`src/rtl/hsb_pkg.sv`:
```
package hsb_pkg;

    localparam int BYTE_W    = 8;
    localparam int ADDR_W    = 8;
    localparam int WORD_W    = 32;
    localparam int WORD_B    = WORD_W / BYTE_W;
    localparam int REQ_BYTES = 2 + WORD_B;
    localparam int RSP_BYTES = 2 * WORD_B;
    localparam int IDX_W     = $clog2(RSP_BYTES);

    localparam logic [BYTE_W-1:0] OP_WRITE = 8'h00;
    localparam logic [BYTE_W-1:0] OP_READ  = 8'h01;

    localparam logic [WORD_W-1:0] STAT_OK        = 32'd0;
    localparam logic [WORD_W-1:0] STAT_BAD_OP    = 32'd1;
    localparam logic [WORD_W-1:0] STAT_BAD_ADDR  = 32'd2;
    localparam logic [WORD_W-1:0] STAT_READ_ONLY = 32'd3;

    typedef enum logic [2:0] {
        LK_IDLE,
        LK_PROBE,
        LK_RX_WAIT,
        LK_RX_ACK,
        LK_EXEC,
        LK_TX_WAIT,
        LK_TX_OFFER,
        LK_TX_DONE
    } link_state_e;

endpackage

```
`src/rtl/hsb_sync.sv`:
```
module hsb_sync #(
    parameter int WIDTH  = 1,
    parameter int STAGES = 2
) (
    input  logic             clk,
    input  logic             arst_n,
    input  logic [WIDTH-1:0] d,
    output logic [WIDTH-1:0] q
);
    logic [STAGES-1:0][WIDTH-1:0] chain_q;

    for (genvar s = 0; s < STAGES; s++) begin : g_stage
        if (s == 0) begin : g_first
            always_ff @(posedge clk or negedge arst_n) begin
                if (!arst_n) chain_q[s] <= '0;
                else         chain_q[s] <= d;
            end
        end else begin : g_next
            always_ff @(posedge clk or negedge arst_n) begin
                if (!arst_n) chain_q[s] <= '0;
                else         chain_q[s] <= chain_q[s-1];
            end
        end
    end

    assign q = chain_q[STAGES-1];

endmodule

```
`src/rtl/hsb_exec.sv`:
```
module hsb_exec
    import hsb_pkg::*;
#(
    parameter int                NUM_REGS = 16,
    parameter logic [WORD_W-1:0] SYS_WORD = 32'h0001_0A21
) (
    input  logic              clk,
    input  logic              rst_n,
    input  logic              go,
    input  logic [BYTE_W-1:0] op,
    input  logic [ADDR_W-1:0] addr,
    input  logic [WORD_W-1:0] wdata,
    output logic [ADDR_W-1:0] reg_addr,
    output logic [WORD_W-1:0] reg_wdata,
    output logic              reg_wr,
    output logic              reg_rd,
    input  logic [WORD_W-1:0] reg_rdata,
    output logic [WORD_W-1:0] res_data,
    output logic [WORD_W-1:0] res_status
);
    localparam logic [ADDR_W:0] LIMIT = (ADDR_W+1)'(NUM_REGS);

    typedef struct packed {
        logic [WORD_W-1:0] data;
        logic [WORD_W-1:0] status;
    } exec_t;

    exec_t st_d, st_q;

    logic              is_wr, is_rd, in_range, is_sys;
    logic [WORD_W-1:0] stat_c;
    logic [WORD_W-1:0] data_c;

    always_comb begin
        is_wr    = (op == OP_WRITE);
        is_rd    = (op == OP_READ);
        in_range = ({1'b0, addr} < LIMIT);
        is_sys   = (addr == '0);

        if (!is_wr && !is_rd)    stat_c = STAT_BAD_OP;
        else if (!in_range)      stat_c = STAT_BAD_ADDR;
        else if (is_wr && is_sys) stat_c = STAT_READ_ONLY;
        else                     stat_c = STAT_OK;

        if (is_rd && stat_c == STAT_OK) data_c = is_sys ? SYS_WORD : reg_rdata;
        else                            data_c = '0;

        reg_addr  = addr;
        reg_wdata = wdata;
        reg_wr    = go && is_wr && (stat_c == STAT_OK);
        reg_rd    = go && is_rd && (stat_c == STAT_OK) && !is_sys;

        st_d = st_q;
        if (go) begin
            st_d.data   = data_c;
            st_d.status = stat_c;
        end
    end

    always_ff @(posedge clk or negedge rst_n) begin
        if (!rst_n) st_q <= '0;
        else        st_q <= st_d;
    end

    assign res_data   = st_q.data;
    assign res_status = st_q.status;


    strobe_excl_chk: assert property (@(posedge clk) disable iff (!rst_n)
        $onehot0({reg_wr, reg_rd}));


    sys_write_block_chk: assert property (@(posedge clk) disable iff (!rst_n)
        reg_wr |-> (reg_addr != '0));


    strobe_range_chk: assert property (@(posedge clk) disable iff (!rst_n)
        (reg_wr || reg_rd) |-> ({1'b0, reg_addr} < LIMIT));

endmodule

```
`src/rtl/hsb_link_fsm.sv`:
```
module hsb_link_fsm
    import hsb_pkg::*;
(
    input  logic              clk,
    input  logic              rst_n,
    input  logic              start_s,
    input  logic              rd_sel_s,
    input  logic              req_s,
    input  logic [BYTE_W-1:0] bus_in,
    input  logic [WORD_W-1:0] res_data,
    input  logic [WORD_W-1:0] res_status,
    output logic [BYTE_W-1:0] op,
    output logic [ADDR_W-1:0] addr,
    output logic [WORD_W-1:0] wdata,
    output logic              go,
    output logic [BYTE_W-1:0] bus_out,
    output logic              bus_oe,
    output logic              busy,
    output logic              reply
);
    localparam logic [IDX_W-1:0] REQ_LAST = IDX_W'(REQ_BYTES - 1);
    localparam logic [IDX_W-1:0] RSP_LAST = IDX_W'(RSP_BYTES - 1);

    typedef struct packed {
        link_state_e                  state;
        logic [IDX_W-1:0]             idx;
        logic [REQ_BYTES*BYTE_W-1:0]  frame;
        logic [BYTE_W-1:0]            dout;
        logic                         oe;
        logic                         reply;
        logic                         busy;
        logic                         start_prev;
    } link_t;

    link_t lk_d, lk_q;

    logic [RSP_BYTES*BYTE_W-1:0] rsp_word;
    logic [BYTE_W-1:0]           rsp_byte;

    always_comb begin
        rsp_word = {res_status, res_data};
        rsp_byte = rsp_word[{lk_q.idx, 3'b000} +: BYTE_W];

        lk_d            = lk_q;
        lk_d.start_prev = start_s;

        case (lk_q.state)
            LK_IDLE: begin
                lk_d.busy  = 1'b0;
                lk_d.reply = 1'b0;
                lk_d.oe    = 1'b0;
                if (start_s && !lk_q.start_prev) begin
                    lk_d.busy  = 1'b1;
                    lk_d.idx   = '0;
                    lk_d.state = LK_RX_WAIT;
                end else if (req_s) begin
                    lk_d.reply = 1'b1;
                    lk_d.state = LK_PROBE;
                end
            end
            LK_PROBE: begin
                if (!req_s) begin
                    lk_d.reply = 1'b0;
                    lk_d.state = LK_IDLE;
                end
            end
            LK_RX_WAIT: begin
                if (req_s) begin
                    lk_d.frame[{lk_q.idx, 3'b000} +: BYTE_W] = bus_in;
                    lk_d.reply = 1'b1;
                    lk_d.state = LK_RX_ACK;
                end
            end
            LK_RX_ACK: begin
                if (!req_s) begin
                    lk_d.reply = 1'b0;
                    if (lk_q.idx == REQ_LAST) begin
                        lk_d.idx   = '0;
                        lk_d.state = LK_EXEC;
                    end else begin
                        lk_d.idx   = lk_q.idx + 1'b1;
                        lk_d.state = LK_RX_WAIT;
                    end
                end
            end
            LK_EXEC: begin
                lk_d.state = LK_TX_WAIT;
            end
            LK_TX_WAIT: begin
                if (rd_sel_s && !req_s) begin
                    lk_d.oe    = 1'b1;
                    lk_d.dout  = rsp_byte;
                    lk_d.state = LK_TX_OFFER;
                end
            end
            LK_TX_OFFER: begin
                if (!lk_q.reply) begin
                    lk_d.reply = 1'b1;
                end else if (req_s) begin
                    lk_d.reply = 1'b0;
                    lk_d.oe    = 1'b0;
                    lk_d.state = LK_TX_DONE;
                end
            end
            LK_TX_DONE: begin
                if (!req_s) begin
                    if (lk_q.idx == RSP_LAST) begin
                        lk_d.busy  = 1'b0;
                        lk_d.idx   = '0;
                        lk_d.state = LK_IDLE;
                    end else begin
                        lk_d.idx   = lk_q.idx + 1'b1;
                        lk_d.state = LK_TX_WAIT;
                    end
                end
            end
            default: lk_d.state = LK_IDLE;
        endcase
    end

    always_ff @(posedge clk or negedge rst_n) begin
        if (!rst_n) lk_q <= '{state: LK_IDLE, default: '0};
        else        lk_q <= lk_d;
    end

    assign op      = lk_q.frame[0 +: BYTE_W];
    assign addr    = lk_q.frame[BYTE_W +: ADDR_W];
    assign wdata   = lk_q.frame[2*BYTE_W +: WORD_W];
    assign go      = (lk_q.state == LK_EXEC);
    assign bus_out = lk_q.dout;
    assign bus_oe  = lk_q.oe;
    assign busy    = lk_q.busy;
    assign reply   = lk_q.reply;


    oe_drop_chk: assert property (@(posedge clk) disable iff (!rst_n)
        $fell(lk_q.reply) |-> !lk_q.oe);


    oe_busy_chk: assert property (@(posedge clk) disable iff (!rst_n)
        lk_q.oe |-> lk_q.busy);


    rx_rise_chk: assert property (@(posedge clk) disable iff (!rst_n)
        ($rose(lk_q.reply) && !lk_q.oe) |-> $past(req_s));


    rx_fall_chk: assert property (@(posedge clk) disable iff (!rst_n)
        ($fell(lk_q.reply) && !$past(lk_q.oe)) |-> !$past(req_s));


    tx_fall_chk: assert property (@(posedge clk) disable iff (!rst_n)
        ($fell(lk_q.reply) && $past(lk_q.oe)) |-> $past(req_s));


    tx_setup_chk: assert property (@(posedge clk) disable iff (!rst_n)
        ($rose(lk_q.reply) && lk_q.oe) |-> ($past(lk_q.oe) && $stable(lk_q.dout)));

endmodule

```
`src/rtl/hsbus_slave.sv`:
```
module hsbus_slave
    import hsb_pkg::*;
#(
    parameter int                NUM_REGS    = 16,
    parameter logic [WORD_W-1:0] SYS_WORD    = 32'h0001_0A21,
    parameter int                SYNC_STAGES = 2
) (
    input  logic              clk,
    input  logic              link_rst_n,
    input  logic              start_in,
    input  logic              rd_sel_in,
    input  logic              req_in,
    input  logic [BYTE_W-1:0] bus_in,
    output logic [BYTE_W-1:0] bus_out,
    output logic              bus_oe,
    output logic              busy_ack,
    output logic              reply_out,
    output logic [ADDR_W-1:0] reg_addr,
    output logic [WORD_W-1:0] reg_wdata,
    output logic              reg_wr,
    output logic              reg_rd,
    input  logic [WORD_W-1:0] reg_rdata
);
    logic              rst_n_i;
    logic [2:0]        ctl_s;
    logic [BYTE_W-1:0] op;
    logic [ADDR_W-1:0] addr;
    logic [WORD_W-1:0] wdata;
    logic              go;
    logic [WORD_W-1:0] res_data, res_status;

    hsb_sync #(.WIDTH(1), .STAGES(SYNC_STAGES)) u_rst_sync (
        .clk    (clk),
        .arst_n (link_rst_n),
        .d      (1'b1),
        .q      (rst_n_i)
    );

    hsb_sync #(.WIDTH(3), .STAGES(SYNC_STAGES)) u_ctl_sync (
        .clk    (clk),
        .arst_n (rst_n_i),
        .d      ({start_in, rd_sel_in, req_in}),
        .q      (ctl_s)
    );

    hsb_link_fsm u_fsm (
        .clk        (clk),
        .rst_n      (rst_n_i),
        .start_s    (ctl_s[2]),
        .rd_sel_s   (ctl_s[1]),
        .req_s      (ctl_s[0]),
        .bus_in     (bus_in),
        .res_data   (res_data),
        .res_status (res_status),
        .op         (op),
        .addr       (addr),
        .wdata      (wdata),
        .go         (go),
        .bus_out    (bus_out),
        .bus_oe     (bus_oe),
        .busy       (busy_ack),
        .reply      (reply_out)
    );

    hsb_exec #(.NUM_REGS(NUM_REGS), .SYS_WORD(SYS_WORD)) u_exec (
        .clk        (clk),
        .rst_n      (rst_n_i),
        .go         (go),
        .op         (op),
        .addr       (addr),
        .wdata      (wdata),
        .reg_addr   (reg_addr),
        .reg_wdata  (reg_wdata),
        .reg_wr     (reg_wr),
        .reg_rd     (reg_rd),
        .reg_rdata  (reg_rdata),
        .res_data   (res_data),
        .res_status (res_status)
    );


    strobe_busy_chk: assert property (@(posedge clk) disable iff (!rst_n_i)
        (reg_wr || reg_rd) |-> busy_ack);


    reset_quiet_chk: assert property (@(posedge clk)
        !rst_n_i |-> (!busy_ack && !reply_out && !bus_oe));

endmodule

```
`config.mk`:
```
export PLATFORM = sky130hd
export DESIGN_NAME = hsbus_slave
export DESIGN_NICKNAME = d
export VERILOG_FILES = /design/src/rtl/hsb_pkg.sv /design/src/rtl/hsb_sync.sv /design/src/rtl/hsb_exec.sv /design/src/rtl/hsb_link_fsm.sv /design/src/rtl/hsbus_slave.sv
export SDC_FILE = /design/constraint.sdc
export NUM_CORES = 1
export LEC_CHECK = 0
export ABC_CLOCK_PERIOD_IN_PS = 3800
export BUFFER_PORTS_ARGS = -buffer_cell sky130_fd_sc_hd__buf_2
export CELL_PAD_IN_SITES_DETAIL_PLACEMENT = 1
export CELL_PAD_IN_SITES_GLOBAL_PLACEMENT = 2
export CORE_AREA = 2 2 176 109
export CTS_BUF_LIST = sky130_fd_sc_hd__clkbuf_4 sky130_fd_sc_hd__clkbuf_8
export DETAILED_ROUTE_END_ITERATION = 8
export DIE_AREA = 0 0 178 111
export PLACE_DENSITY_LB_ADDON = 0.1
export SLEW_MARGIN = 30
export SYNTH_ARGS = -nofsm -noshare
export SYNTH_HDL_FRONTEND = slang
export SYNTH_HIERARCHICAL = 1
export SYNTH_SLANG_ARGS = --single-unit
export TNS_END_PERCENT = 5
```
`constraint.sdc`:
```
create_clock -name clk -period 3.8 [get_ports clk]
set_clock_uncertainty 0.15 [all_clocks]
set_input_delay 0.38 -clock clk [delete_from_list [all_inputs] [get_ports clk]]
set_output_delay 0.38 -clock clk [all_outputs]
set_load 0.1 [all_outputs]
```
==> run metrics <==
Min-Delay Path Class=input pin to register; IO Pins=98; post-DR vias/cell=4.662; Worst-path clk slew=130 ps; Cell Chain, Critical Path=inv_1, nor3_2, nor4b_4, nand3_2, buf_4, nor2_1, buf_2; largest net degree at the start of global routing=61; drt drc=0; Core Area=roughly 0.018 mm²; max_cap viols=0; Initial Util=33.89%; worst hold stages=3; final core occ=34.46%; Hold Fails Final Rpt=0; met1 Track Usage GR=25.98%; minimum clock period=3267 ps; final worst slack=approximately 530 ps; DIE AREA=0.01976 mm²; RSZ-0062 raised after global routing=no; antenna violations before repair=0; worst setup path category=register to primary output; Sequential Power Share=53.5%; crit path launch type=register; clk buf depth=2; Synth Warn #=6; detailed-placement wirelength estimate=10990 µm; clock share of power=31.0%; Num CTS Buffers=9; final net count=662; Total Routing Usage GR=between 15 and 20%; Peak Freq=0.3061 GHz; clock latency on the worst-skew pair=400 ps; CP required=3270 ps; most frequent cells in the layout=dfrtp_1 (106), buf_2 (97), nand2_1 (55); wire per inst=17.43 µm; Routed Antenna Nets=0; layout cells sized above 1=28.18%; area of the multi-input gates=0.002389 mm²; VDD IR max=0.1821 mV; Seq/Total Area, Yosys=between 40 and 50%; vias in the first global route=4222; R2R Path End=u_fsm/wdata[9]; gr busiest metal=met1; Die H=111 µm; post-synthesis average cell area=10.04 µm²; Critical R2R Launch=u_fsm/lk_q[60]; end of the worst hold path=u_exec/res_data[8]; I/O Buffers=97; Root Driver=clkbuf_8; antenna cell count=0; CTS tree=built; first-pass GRT wire length=24230 µm; FP Rows=39; Detailed Routing Iterations Pass 1=4; area delta synth->final=1.666%; Post-Place Worst Slack=~840 ps; Netlist cell types=53; Sw Share=32.41%; Max FO, Critical Path=28; Starting DRT DRC Count=169; setup violation total in the final timing report=0; Post-synth EDFFs=0; sw power=0.0007802 W; Fill cells=around 2.1k; GP Congestion=0.7064; depth of the most critical reg-to-reg path=7; total negative slack=0 ps; Mapped Area=between 0.006 and 0.007 mm²; top_reg_cell synth=dfrtp_1; Die Wd=178 µm; H-tree lvl count=3; asr flop ratio synth=100.0%; Final Cell Area=0.006339 mm²; Hold Path Origin=reg_rdata[8]; grt total ovfl=0; Combinational Power Share=between 10% and 20%; status=complete, no violations; reg2reg setup slack=820 ps; period utilisation layout=between 80 and 90%; GRT met3 Usage=under 10%; GR Util met2=between 20% and 30%; Worst-Margin Slew=976.7 ps; crit end category=primary output; Synth Instances=621; Cell Pwr Density=379.8 mW/mm²; Placed Area=0.006076 mm²; final slew viol count=0; Crit path largest cell delay=700 ps; CP max-delay cell=dfrtp_1; Sequential Area=0.002708 mm²; flops & latches, synth=108; Worst slew margin=34.75%; Critical Path AT=2740 ps; Vias=4009; Int Pwr=0.001627 W; Sink Count=~110; most common cell after layout, fill and taps aside=dfrtp_1; routed wire length=14990 µm; Lkg Pwr=between 2 and 3 nW
cells in the mapped netlist, types with 13 or more instances:
library cell,number,area [µm²]
o21ai_1,13,65.06
nand2_1,55,206.5
a22oi_1,16,120.1
dfrtp_1,108,2703
mux2i_1,34,340.3
buf_4,129,968.4
nand3_1,37,185.2
buf_2,14,70.07
clkbuf_1,13,48.80
inv_1,39,146.4
o22ai_1,33,206.5
mux2_2,33,371.6
area by class of cell:
cell class,count,share of cell area [%]
Tap cell,246,4.856
Clock inverter,7,1.480
Inverter,39,2.310
Multi-Input combinational cell,344,37.68
Sequential cell,108,42.72
Clock buffer,9,1.954
Timing Repair Buffer,107,9.001
cell families after synthesis:
family,share of synthesized area [%]
compound gates,9.934
fa+ha+maj,1.606
buf+inv,20.33
flops,43.35
mux,11.42
other cells,0.1205
simple gates,13.25
metal layers:
metal  vias up  wire, µm
met1      1988      8349
li1       1945         -
met3        10       587
met4         0       117
met5         -         0
met2        66      5935
flip-flops by register name, indices dropped and copies added (netlist names), 2 cells and up:
register and count:
u_ctl_sync/chain_q 3, u_ctl_sync/q 3, u_exec/res_data 32, u_exec/res_status 2, u_fsm/addr 8, u_fsm/bus_out 8, u_fsm/lk_q 7, u_fsm/op 8
u_fsm/wdata 32
worst max-delay path: cells and delay by family (launching register included):
kind,cells,cell delay [ps]
buffers and inverters,3,880
flip-flops,1,700
AND/OR/NAND/NOR,4,750
power by group through the flow:
stage,logic (W),clock network [W],registers [W]
after CTS,0.000376,0.000788,0.00129
after detailed placement,0.000371,0,0.00131
after global placement,0.000361,0,0.00131
final,0.000372,0.000747,0.00129
after global routing,0.000406,0.000832,0.00130
after floorplan,0.000377,0,0.00130
worst max path at each step:
stage	endpoint	from	depth (start not counted)
CTS	reg_rd	u_fsm/lk_q[65]	7
floorplan	reg_rd	u_fsm/lk_q[64]	7
finish	reg_rd	u_fsm/lk_q[65]	7
global route	reg_rd	u_fsm/lk_q[65]	7
detailed placement	u_fsm/wdata[15]	u_fsm/lk_q[60]	7
global placement	u_fsm/wdata[4]	u_fsm/lk_q[60]	7
repair_timing:
item | in CTS | in global routing
endpoints found under the hold margin | 5 | 0
buffers inserted | 0 | 0
gates resized for setup | 0 | 0
hold buffers | 4 | 0
per-stage QoR:
step	power (W)	cells	hold WS, ps
floorplan	0.001674	650	-65.59
global placement	0.001673	840	16.85
detailed placement	0.001686	840	21.60
CTS	0.002455	860	32.39
global route	0.002541	860	49.98
finish	0.002407	860	60.14
Note: power is estimated with default switching activity, not from simulation.
